**config.mk**
```make
export PLATFORM = sky130hd
export DESIGN_NAME = spi_efifo_master
export DESIGN_NICKNAME = d
export VERILOG_FILES = /design/src/rtl/spi_efifo_pkg.sv /design/src/rtl/spi_efifo_queue.sv /design/src/rtl/spi_efifo_shifter.sv /design/src/rtl/spi_efifo_master.sv
export SDC_FILE = /design/constraint.sdc
export NUM_CORES = 1
export LEC_CHECK = 0
export ABC_AREA = 1
export ABC_CLOCK_PERIOD_IN_PS = 7700
export CAP_MARGIN = 10
export CORE_MARGIN = 3
export CORE_UTILIZATION = 40
export CTS_BUF_LIST = sky130_fd_sc_hd__clkbuf_8
export CTS_CLUSTER_DIAMETER = 200
export DETAILED_ROUTE_END_ITERATION = 12
export RECOVER_POWER = 100
export SYNTH_ARGS = -nofsm -noshare
export SYNTH_HDL_FRONTEND = slang
export SYNTH_SLANG_ARGS = --single-unit
```
**constraint.sdc**
```tcl
create_clock -name clk -period 7.7 [get_ports clk]
set_input_delay 1.54 -clock clk [delete_from_list [all_inputs] [get_ports clk]]
set_output_delay 1.54 -clock clk [all_outputs]
set_load 0.02 [all_outputs]
```
**src/rtl/spi_efifo_pkg.sv**
```systemverilog
package spi_efifo_pkg;
  localparam int unsigned XW = 32;

  // control bit positions
  localparam int unsigned CB_MSTEN = 5;
  localparam int unsigned CB_CKP   = 6;
  localparam int unsigned CB_CKE   = 8;
  localparam int unsigned CB_SMP   = 9;
  localparam int unsigned CB_WLO   = 10;
  localparam int unsigned CB_ON    = 15;
  localparam int unsigned CB_ENH   = 16;
  localparam int unsigned CB_SSEN  = 28;
  // status bit positions
  localparam int unsigned SB_ROV   = 6;
  localparam int unsigned SB_TXL   = 16;
  localparam int unsigned SB_RXL   = 24;

  typedef enum logic [2:0] {SL_CTRL = 3'd0, SL_STAT = 3'd1, SL_BUF = 3'd2,
                            SL_BAUD = 3'd3, SL_CTRL2 = 3'd4} slot_e;
  typedef enum logic [1:0] {OP_PUT = 2'd0, OP_CLR = 2'd1, OP_SET = 2'd2,
                            OP_INV = 2'd3} op_e;

  function automatic logic [5:0] word_bits(input logic [1:0] code);
    case (code)
      2'd1:    return 6'd16;
      2'd2:    return 6'd32;
      default: return 6'd8;
    endcase
  endfunction

  function automatic logic [XW-1:0] width_mask(input logic [1:0] code);
    case (code)
      2'd1:    return 32'h0000_FFFF;
      2'd2:    return 32'hFFFF_FFFF;
      default: return 32'h0000_00FF;
    endcase
  endfunction

  // capacity in words of a queue holding 'bytes' bytes
  function automatic int unsigned fifo_cap(input int unsigned bytes,
                                           input logic enh, input logic [1:0] code);
    if (!enh) return 1;
    case (code)
      2'd1:    return (bytes + 1) / 2;
      2'd2:    return (bytes + 3) / 4;
      default: return bytes;
    endcase
  endfunction

  function automatic logic [XW-1:0] alias_word(input logic [XW-1:0] old,
                                               input logic [XW-1:0] wd, input op_e op);
    case (op)
      OP_PUT:  return wd;
      OP_CLR:  return old & ~wd;
      OP_SET:  return old | wd;
      default: return old ^ wd;
    endcase
  endfunction

  function automatic logic alias_bit(input logic old, input logic wd, input op_e op);
    case (op)
      OP_PUT:  return wd;
      OP_CLR:  return old & ~wd;
      OP_SET:  return old | wd;
      default: return old ^ wd;
    endcase
  endfunction
endpackage

```
**src/rtl/spi_efifo_queue.sv**
```systemverilog
module spi_efifo_queue #(
  parameter int unsigned DEPTH = 16,
  parameter int unsigned W     = 32
) (
  input  logic                         clk,
  input  logic                         rst_n,
  input  logic                         flush,
  input  logic [$clog2(DEPTH+1)-1:0]   cap,
  input  logic                         push,
  input  logic [W-1:0]                 wdata,
  input  logic                         pop,
  output logic [W-1:0]                 rdata,
  output logic [$clog2(DEPTH+1)-1:0]   level
);
  localparam int unsigned AW = (DEPTH > 1) ? $clog2(DEPTH) : 1;
  localparam int unsigned LW = $clog2(DEPTH + 1);

  logic [W-1:0]  mem [DEPTH];
  logic [AW-1:0] wp, rp;
  logic [LW-1:0] cnt;
  logic          do_push, do_pop;

  function automatic logic [AW-1:0] next_ptr(input logic [AW-1:0] p);
    return (p == AW'(DEPTH - 1)) ? '0 : p + 1'b1;
  endfunction

  assign do_push = push && (cnt < cap) && !flush;
  assign do_pop  = pop && (cnt != '0) && !flush;

  always_ff @(posedge clk or negedge rst_n) begin
    if (!rst_n) begin
      wp  <= '0;
      rp  <= '0;
      cnt <= '0;
    end else if (flush) begin
      wp  <= '0;
      rp  <= '0;
      cnt <= '0;
    end else begin
      if (do_push) wp <= next_ptr(wp);
      if (do_pop)  rp <= next_ptr(rp);
      cnt <= cnt + LW'(do_push) - LW'(do_pop);
    end
  end

  always_ff @(posedge clk) begin
    if (do_push) mem[wp] <= wdata;
  end

  assign rdata = mem[rp];
  assign level = cnt;
endmodule

```
**src/rtl/spi_efifo_shifter.sv**
```systemverilog
module spi_efifo_shifter
  import spi_efifo_pkg::*;
(
  input  logic          clk,
  input  logic          rst_n,
  input  logic          go,
  input  logic          tx_avail,
  input  logic [XW-1:0] tx_word,
  input  logic [1:0]    code,
  input  logic [8:0]    baud,
  input  logic          ckp,
  input  logic          cke,
  input  logic          smp,
  input  logic          miso,
  output logic          take,
  output logic          done,
  output logic [XW-1:0] rx_word,
  output logic          busy,
  output logic          sclk,
  output logic          mosi
);
  logic [XW-1:0] txsr, rxsr, rx_shift;
  logic [8:0]    hcnt;
  logic [5:0]    bitcnt, nb;
  logic          half, half_end, last_bit, sample_now, act;

  assign nb         = word_bits(code);
  assign last_bit   = (bitcnt == nb - 6'd1);
  assign half_end   = busy && (hcnt == baud);
  assign sample_now = half_end && (half ? smp : !smp);
  assign rx_shift   = {rxsr[XW-2:0], miso};
  assign done       = half_end && half && last_bit;
  assign rx_word    = sample_now ? rx_shift : rxsr;
  assign take       = go && !busy && tx_avail;

  // half 0 is the idle level when data changes on the active-to-idle edge
  assign act  = half ? cke : !cke;
  assign sclk = ckp ^ (busy & act);
  assign mosi = busy & txsr[XW-1];

  always_ff @(posedge clk or negedge rst_n) begin
    if (!rst_n) begin
      busy   <= 1'b0;
      half   <= 1'b0;
      hcnt   <= '0;
      bitcnt <= '0;
      txsr   <= '0;
      rxsr   <= '0;
    end else if (!go) begin
      busy <= 1'b0;
      half <= 1'b0;
      hcnt <= '0;
    end else if (take) begin
      busy   <= 1'b1;
      half   <= 1'b0;
      hcnt   <= '0;
      bitcnt <= '0;
      txsr   <= tx_word << (6'd32 - nb);
      rxsr   <= '0;
    end else if (busy) begin
      if (half_end) begin
        hcnt <= '0;
        if (sample_now) rxsr <= rx_shift;
        if (half) begin
          half   <= 1'b0;
          txsr   <= txsr << 1;
          bitcnt <= bitcnt + 6'd1;
          if (last_bit) busy <= 1'b0;
        end else begin
          half <= 1'b1;
        end
      end else begin
        hcnt <= hcnt + 9'd1;
      end
    end
  end
endmodule

```
**src/rtl/spi_efifo_master.sv**
```systemverilog
module spi_efifo_master
  import spi_efifo_pkg::*;
#(
  parameter int unsigned FIFO_BYTES = 16
) (
  input  logic        clk,
  input  logic        rst_n,
  input  logic        bus_wr,
  input  logic        bus_rd,
  input  logic [4:0]  bus_addr,
  input  logic [31:0] bus_wdata,
  output logic [31:0] bus_rdata,
  output logic        spi_sclk,
  output logic        spi_mosi,
  input  logic        spi_miso,
  output logic        spi_ss_n
);
  localparam int unsigned LW = $clog2(FIFO_BYTES + 1);

  slot_e slot;
  op_e   op;
  assign slot = slot_e'(bus_addr[4:2]);
  assign op   = op_e'(bus_addr[1:0]);

  logic [XW-1:0] ctrl_q, ctrl2_q;
  logic [8:0]    baud_q, baud_nx;
  logic          rov_q;

  // named events for the checker
  logic stat_wr, ovf_evt, tx_push, rx_pop, rx_push, rx_full, tx_ready;
  logic mod_on, ctrl_ckp, ss_en, sh_go;
  logic [LW-1:0] tx_lvl, rx_lvl, cap;
  logic [XW-1:0] tx_head, rx_head, sh_word;
  logic sh_take, sh_done, sh_busy;

  assign stat_wr  = bus_wr && (slot == SL_STAT);
  assign tx_push  = bus_wr && (slot == SL_BUF) && (op == OP_PUT);
  assign rx_pop   = bus_rd && (slot == SL_BUF);
  assign mod_on   = ctrl_q[CB_ON];
  assign ctrl_ckp = ctrl_q[CB_CKP];
  assign ss_en    = ctrl_q[CB_SSEN];
  assign sh_go    = mod_on && ctrl_q[CB_MSTEN];
  assign cap      = LW'(fifo_cap(FIFO_BYTES, ctrl_q[CB_ENH], ctrl_q[CB_WLO+1:CB_WLO]));
  assign tx_ready = (tx_lvl != '0);
  assign rx_full  = (rx_lvl >= cap);
  assign ovf_evt  = sh_done && rx_full;
  assign rx_push  = sh_done && !rx_full;

  for (genvar i = 0; i < 9; i++) begin : g_baud
    assign baud_nx[i] = alias_bit(baud_q[i], bus_wdata[i], op);
  end

  always_ff @(posedge clk or negedge rst_n) begin
    if (!rst_n) begin
      ctrl_q  <= '0;
      ctrl2_q <= '0;
      baud_q  <= '0;
      rov_q   <= 1'b0;
    end else begin
      if (bus_wr && slot == SL_CTRL)  ctrl_q  <= alias_word(ctrl_q, bus_wdata, op);
      if (bus_wr && slot == SL_CTRL2) ctrl2_q <= alias_word(ctrl2_q, bus_wdata, op);
      if (bus_wr && slot == SL_BAUD)  baud_q  <= baud_nx;
      if (ovf_evt)      rov_q <= 1'b1;
      else if (stat_wr) rov_q <= alias_bit(rov_q, bus_wdata[SB_ROV], op);
    end
  end

  spi_efifo_queue #(.DEPTH(FIFO_BYTES), .W(XW)) u_txq (
    .clk(clk), .rst_n(rst_n), .flush(!mod_on), .cap(cap),
    .push(tx_push), .wdata(bus_wdata), .pop(sh_take),
    .rdata(tx_head), .level(tx_lvl));

  spi_efifo_queue #(.DEPTH(FIFO_BYTES), .W(XW)) u_rxq (
    .clk(clk), .rst_n(rst_n), .flush(!mod_on), .cap(cap),
    .push(rx_push), .wdata(sh_word), .pop(rx_pop),
    .rdata(rx_head), .level(rx_lvl));

  spi_efifo_shifter u_shift (
    .clk(clk), .rst_n(rst_n), .go(sh_go), .tx_avail(tx_ready),
    .tx_word(tx_head), .code(ctrl_q[CB_WLO+1:CB_WLO]), .baud(baud_q),
    .ckp(ctrl_ckp), .cke(ctrl_q[CB_CKE]), .smp(ctrl_q[CB_SMP]),
    .miso(spi_miso), .take(sh_take), .done(sh_done), .rx_word(sh_word),
    .busy(sh_busy), .sclk(spi_sclk), .mosi(spi_mosi));

  assign spi_ss_n = !(ss_en && mod_on && (tx_ready || sh_busy));

  always_comb begin
    bus_rdata = '0;
    case (slot)
      SL_CTRL:  bus_rdata = ctrl_q;
      SL_STAT: begin
        bus_rdata[SB_ROV]        = rov_q;
        bus_rdata[SB_TXL +: LW]  = tx_lvl;
        bus_rdata[SB_RXL +: LW]  = rx_lvl;
      end
      SL_BUF:   bus_rdata = rx_head & width_mask(ctrl_q[CB_WLO+1:CB_WLO]);
      SL_BAUD:  bus_rdata[8:0] = baud_q;
      SL_CTRL2: bus_rdata = ctrl2_q;
      default:  bus_rdata = '0;
    endcase
  end
endmodule

```
# Yosys cells after proc, flatten, opt, wreduce, memory -nomap -nowiden
# Memory sizes are Yosys's and may differ from the RTL's.
# Index checks and enable logic that the tools add are counted.
totals:
  out_inout_bits: 35
  in_bits: 42
  ram_bits: 1024
  mem_count: 2
  reg_bits: 181
classes:
  eq_ne: 20
  n_mux: 74
  n_lt_le_gt_ge: 3
  n_reduce_logical: 43
  bitwise_logic: 50
  n_addsub: 12
  shift: 1
memory_table:
  columns: ["memory", "depth", "width", "read_ports", "rd_ports_with_merged_regs", "write_ports", "line_no", "text"]
  rows:
  - ["u_rxq.mem", 16, 32, 1, 0, 1, "spi_efifo_queue.sv:18", "logic [W-1:0] mem [DEPTH];"]
  - ["u_txq.mem", 16, 32, 1, 0, 1, "spi_efifo_queue.sv:18", null]
op_table:
  columns: ["operator", "n"]
  rows:
  - ["$mux W32", 9]
  - ["$pmux W32 S3", 2]
  - ["$and A32 B32 Y32", 3]
  - ["$or A32 B32 Y32", 2]
  - ["$pmux W32 S2", 1]
  - ["$xor A32 B32 Y32", 2]
  - ["$mux W4", 12]
  - ["$pmux W5 S4", 2]
  - ["$mux W9", 4]
  - ["$not A32 Y32", 1]
  - ["$shl A32 B6 Y32", 1]
  - ["$pmux W1 S3", 10]
  - ["$logic_and A1 B1 Y1", 26]
  - ["$mux W6", 4]
  - ["$pmux W6 S4", 1]
  - ["$pmux W7 S3", 1]
  - ["$mux W1", 19]
  - ["$pmux W3 S3", 2]
  - ["$add A4 B1 Y4 const B", 4]
  - ["$eq A4 B4 Y1 const B", 4]
  - ["$mux W5", 3]
  - ["$and A1 B1 Y1", 12]
  - ["$pmux W6 S2", 1]
  - ["$xor A1 B1 Y1", 11]
  - ["31 further kinds", 66]

# Depth between registers and ports, before layout
# Gate-level depths: netlist (run 1).
depth:
  word_depth: 11
  depth_mapped: 20
  mapped_depth_nobuf: 20

# By module
# Synthesis (run 1) repeated with hierarchy kept, for this count alone.
unflattened:
  hier_cells: 5811
  hier_area_um2: 56395.3
by_module_without_submodules:
  columns: ["module", "instances", "cells_per_inst", "area_each_um2", "seq_area_each_um2"]
  rows:
  - ["spi_efifo_queue", 2, 1910, 21638.3, 15700.1]
  - ["spi_efifo_master", 1, 1217, 7967.6, 1851.8]
  - ["spi_efifo_shifter", 1, 774, 5151.2, 2026.9]

# Worst setup path before layout (run 1)
# OpenSTA, ideal clock, no wires.
synth_timing:
  kind: "register to register"
  startpoint: "register ctrl_q[10]"
  endpoint: "memory u_rxq.mem[10][0] (enable)"
  arrival_ps: 4336
  t_required_ps: 7239
  path_slack_ps: 2903
  setup_time_ps: 461
  synth_period_minus_slack_ps: 4797
  path_stages_with_launch: 11
  cell_sequence: "dfrtp_1 inv_1 ha_1 buf_2 buf_1 nand2_1 ha_1 a21oi_1 nand3_2 buf_2 nor3_1"
synth_via:
  elab_chain_len: 10
synth_lines:
  columns: ["element", "line_no", "text"]
  rows:
  - ["start: declaration", "spi_efifo_master.sv:25", "logic [XW-1:0] ctrl_q, ctrl2_q;"]
  - ["start signal: assignment", "spi_efifo_master.sv:60", "if (bus_wr && slot == SL_CTRL) ctrl_q <= alias_word(ctrl_q, bus_wdata, op);"]
  - ["$eq A2 B2 Y1 or $eq A2 B1 Y1 (tied branches)", "spi_efifo_pkg.sv:24, spi_efifo_pkg.sv:43", null]
  - ["$pmux W6 S2 or $pmux W5 S2 (tied branches)", "spi_efifo_pkg.sv:24, spi_efifo_pkg.sv:43", null]
  - ["$sub A6 B1 Y6 or $mux W5 (tied branches)", "spi_efifo_shifter.sv:28, spi_efifo_pkg.sv:43", null]
  - ["$eq A6 B6 Y1 or $ge A5 B5 Y1 (tied branches)", "spi_efifo_shifter.sv:28, spi_efifo_master.sv:45", null]
  - ["$logic_and A1 B1 Y1 or $logic_not A1 Y1 (tied branches)", "spi_efifo_shifter.sv:32, spi_efifo_master.sv:47", null]
  - ["$logic_and A1 B1 Y1", "spi_efifo_master.sv:47", "assign rx_push = sh_done && !rx_full;"]
  - ["$logic_and A1 B1 Y1 (*) (2 in a row)", "spi_efifo_queue.sv:27", "assign do_push = push && (cnt < cap) && !flush;"]
  - ["$mux W1 (*)", "spi_efifo_queue.sv:47", "if (do_push) mem[wp] <= wdata;"]
  - ["$mux W1 (implied by the code) (*)", "spi_efifo_queue.sv:47", null]
  - ["end: declaration", "spi_efifo_queue.sv:18", null]
# Mark *: on every way between the ends. The rest lies on a longest branch, timed or not.

# Worst setup path after layout (run 1)
layout_timing:
  startpoint: "input bus_addr[0]"
  endpoint: "memory u_txq.mem[9][1] (enable)"
layout_via:
  elab_chain_len: 6
layout_lines:
  columns: ["element", "line_no", "text"]
  rows:
  - ["start: declaration", "spi_efifo_master.sv:10", "input logic [4:0] bus_addr,"]
  - ["$logic_not A2 Y1", "spi_efifo_master.sv:37", "assign tx_push = bus_wr && (slot == SL_BUF) && (op == OP_PUT);"]
  - ["$logic_and A1 B1 Y1", "spi_efifo_master.sv:37", null]
  - ["$logic_and A1 B1 Y1 (2 in a row)", "spi_efifo_queue.sv:27", null]
  - ["$mux W1", "spi_efifo_queue.sv:47", null]
  - ["$mux W1 (implied by the code)", "spi_efifo_queue.sv:47", null]
  - ["end: declaration", "spi_efifo_queue.sv:18", null]
# Every way passes these cells.

==> run metrics, run 1 <==
Seq/Total Area, Yosys=64.4%; clock period minus worst slack=7120 ps; height of the die=376 µm; Max Cap Violations=45; switching share of power=28.2%; switching power=4.12 mW; Die X=376 µm; Post-Syn Area=0.0548 mm²; Clock Skew=74.5 ps; CTS HTree Levels=4; Primary FF master, synth=edfxtp_1; crit path launch type=input pin; Synth cell types=43; Area Growth Syn to Fin=11.2%; total clock sinks=1205; Post-synth EDFFs=1024; antenna violations before repair=7; first-pass GRT wire length=235000 µm; gr ovfl total=0; Hold WC Path Type=reg -> reg; Ys Warns=0; failing checks=max-capacitance violations, max-slew violations; Total GRT Usage=21.9%; final net count=5575; vias per cell=5.35; post-cts hold buffer count=0; Mapped Nets=5473; Placeable Area=0.136 mm²; leakage=23.4 nW; setup_tns=0 ps; CTS tree=yes; CTS clk-pin slew, worst paths=60 ps; critical path type=in -> reg; Yosys reg bits=1205; routability cong.=0.830; vias in the first global route=37500; DRC Markers=0; Finished Layout Cells=7296; ANT nets after route=0; Clk pwr share=36.4%; run status=finished with violations; Max clock buf depth=3; PwrDens=240 mW/mm²; dominant cells by area after synthesis=edfxtp_1 (56%), nand2_1 (11%), dfrtp_1 (8.3%); WL per Instance=21.5 µm; drt pass-1 iters=8; pin count of the biggest net entering global routing=213; Final HPWL DP=89000 µm; achievable frequency=140 MHz; post_cts resized=0; Flop pwr share=50.7%; final setup violation count=0; number of I/O port buffers=76; Max-Slew Margin vs Limit=-237%; die area=0.142 mm²; fin. max-slew vios=1233; Initial Utilization=40.4%; cell count after synthesis=5247; Worst Path Required=8190 ps; VDD IR max=0.161 mV; Final Cycle Share=92.5%; worst-skew pair later-pin latency=960 ps; combinational cell fraction of total power=12.8%; area leader, netlist=edfxtp_1; I/O pins=77; asr flop ratio synth=15.0%; Setup crit end kind=flop; Int Pwr=10.5 mW; drt total wl=157000 µm; Worst-Margin Slew=5050 ps; share of cells above drive strength 1=5.81%; top post-synthesis cells by count=nand2_1 (1606), edfxtp_1 (1024), nand3_1 (426), inv_1 (425), o21ai_0 (298); Iter 0 DRT Violations=3817; placed cells=6929; Post-CTS Setup Bufs=0; RSZ-0062 raised after global routing=false; Final Hold Viols=0; post-synth top area share=56.1%; syn_area_per_cell=10.4 µm²; CP Data Arrival Time=7620 ps; Rows=135; CTS Buf Count=199; Worst Path Max Fanout=17; Root Driver=clkbuf_8; most instantiated library cell after synthesis=nand2_1; via count=38999
==> final cells by class <==
type | count | area (µm²)
inverters | 443 | 1680
multi-input cells | 3319 | 16700
well taps | 1781 | 2230
flip-flops and latches | 1205 | 35300
diodes | 5 | 12.5
clock buffers | 214 | 2950
fillers | 12710 | 74800
clock inverters | 148 | 788
repair buffers | 181 | 1330
==> critical path, stage by stage <==
cell and delay, ps:
dlygate4sd3_1 530, clkbuf_1 540, inv_1 240, nand2_1 230, nor3_1 550, nand2_1 270, nor2_1 370, nand2_1 180
nor2_1 1950, clkbuf_1 1180
==> stage by stage <==
stage / cell area (µm²) / power [mW] / setup WS [ps] / utilization (%) / hold WS, ps
final: 61000 / 14.6 / 577 / 44.9 / 484
after floorplan: 54800 / 8.71 / 2900 / - / 442
after CTS: 61500 / 14.8 / 1340 / 45.3 / 479
after global placement: 57700 / 9.38 / 1490 / 42.5 / 463
after detailed placement: 57700 / 9.43 / 1520 / 42.5 / 464
after global routing: 61000 / 15.3 / 552 / 44.9 / 500
==> per-layer routing <==
| layer | vias to the layer above | GRT usage (%) | wire (µm) |
|---|---|---|---|
| li1 | 18124 | - | - |
| met2 | 1420 | 34.6 | 71900 |
| met5 | - | 0 | 0 |
| met1 | 19117 | 29.9 | 67900 |
| met4 | 0 | 8.54 | 5720 |
| met3 | 338 | 4.20 | 11200 |
==> logic make-up after synthesis <==
family,count (synthesis),share of synthesized area (%)
xor+xnor,24,0.383
flops,1205,64.4
mux,48,0.877
compound gates,674,7.26
fa+ha+maj,184,4.23
simple gates,2389,17.7
buf+inv,723,5.20
==> power by group through the flow <==
| stage | Combinational [mW] | Sequential, mW | Clock [mW] |
|---|---|---|---|
| finish | 1.88 | 7.42 | 5.33 |
| global route | 2.10 | 7.43 | 5.74 |
| CTS | 1.90 | 7.41 | 5.44 |
| detailed placement | 1.89 | 7.54 | 0 |
| global placement | 1.84 | 7.54 | 0 |
| floorplan | 1.25 | 7.46 | 0 |
==> cell usage in the layout, fill, tap and decap left out, drive strengths merged, types with 5 or more instances in the layout <==
master,count
diode,5
inv,528
nor3,32
o22ai,86
nand2,1607
clkinv,58
nand3,431
a211oi,12
xor2,13
o2111ai,46
xnor2,11
dfrtp,181
a21oi,104
nor2,295
edfxtp,1024
nand4,21
mux2i,48
buf,38
clkbuf,282
ha,182
dlygate4sd3,59
o211ai,104
o21ai,314
clkdlybuf4s50,16
==> worst paths after layout <==
kind / start / to / slack (ps) / cells after the start
hold / removal: u_shift.txsr[25]$_DFFE_PN0P_ / u_shift.txsr[25]$_DFFE_PN0P_ / 480 / 2
setup reg to reg: baud_q[3]$_DFFE_PN0P_ / u_rxq.mem[2][5]$_DFFE_PP_ / 1050 / 12
setup / recovery: bus_addr[0] / u_txq.mem[9][1]$_DFFE_PP_ / 580 / 10
min in group asynchronous: rst_n / u_shift.rxsr[0]$_DFFE_PN0P_ / 2400 / 1
hold reg to reg: u_shift.txsr[25]$_DFFE_PN0P_ / u_shift.txsr[25]$_DFFE_PN0P_ / 480 / 2
max in group asynchronous: rst_n / u_txq.rp[1]$_DFFE_PN0P_ / 1660 / 1
==> sequential cells by signal, indices dropped and copies added (netlist names) <==
register,flops
rov_q,1
u_shift.half,1
u_rxq.rp,4
u_rxq.level,5
u_shift.txsr,32
u_shift.bitcnt,6
u_txq.mem,512
baud_q,9
ctrl2_q,32
ctrl_q,32
u_shift.busy,1
u_txq.rp,4
u_shift.hcnt,9
u_txq.level,5
u_txq.wp,4
u_shift.rxsr,32
u_rxq.mem,512
u_rxq.wp,4
(Power assumes the default switching activity.)
==> run 2: changes to the inputs <==
--- a/config.mk
+++ b/config.mk
@@ -13,6 +13,7 @@
 export CTS_BUF_LIST = sky130_fd_sc_hd__clkbuf_8
 export CTS_CLUSTER_DIAMETER = 200
 export DETAILED_ROUTE_END_ITERATION = 12
+export HOLD_SLACK_MARGIN = 0.08
 export RECOVER_POWER = 100
 export SYNTH_ARGS = -nofsm -noshare
 export SYNTH_HDL_FRONTEND = slang
==> results of run 2 <==
Same layout as run 1: the final DEF is identical, and so are final timing and power.
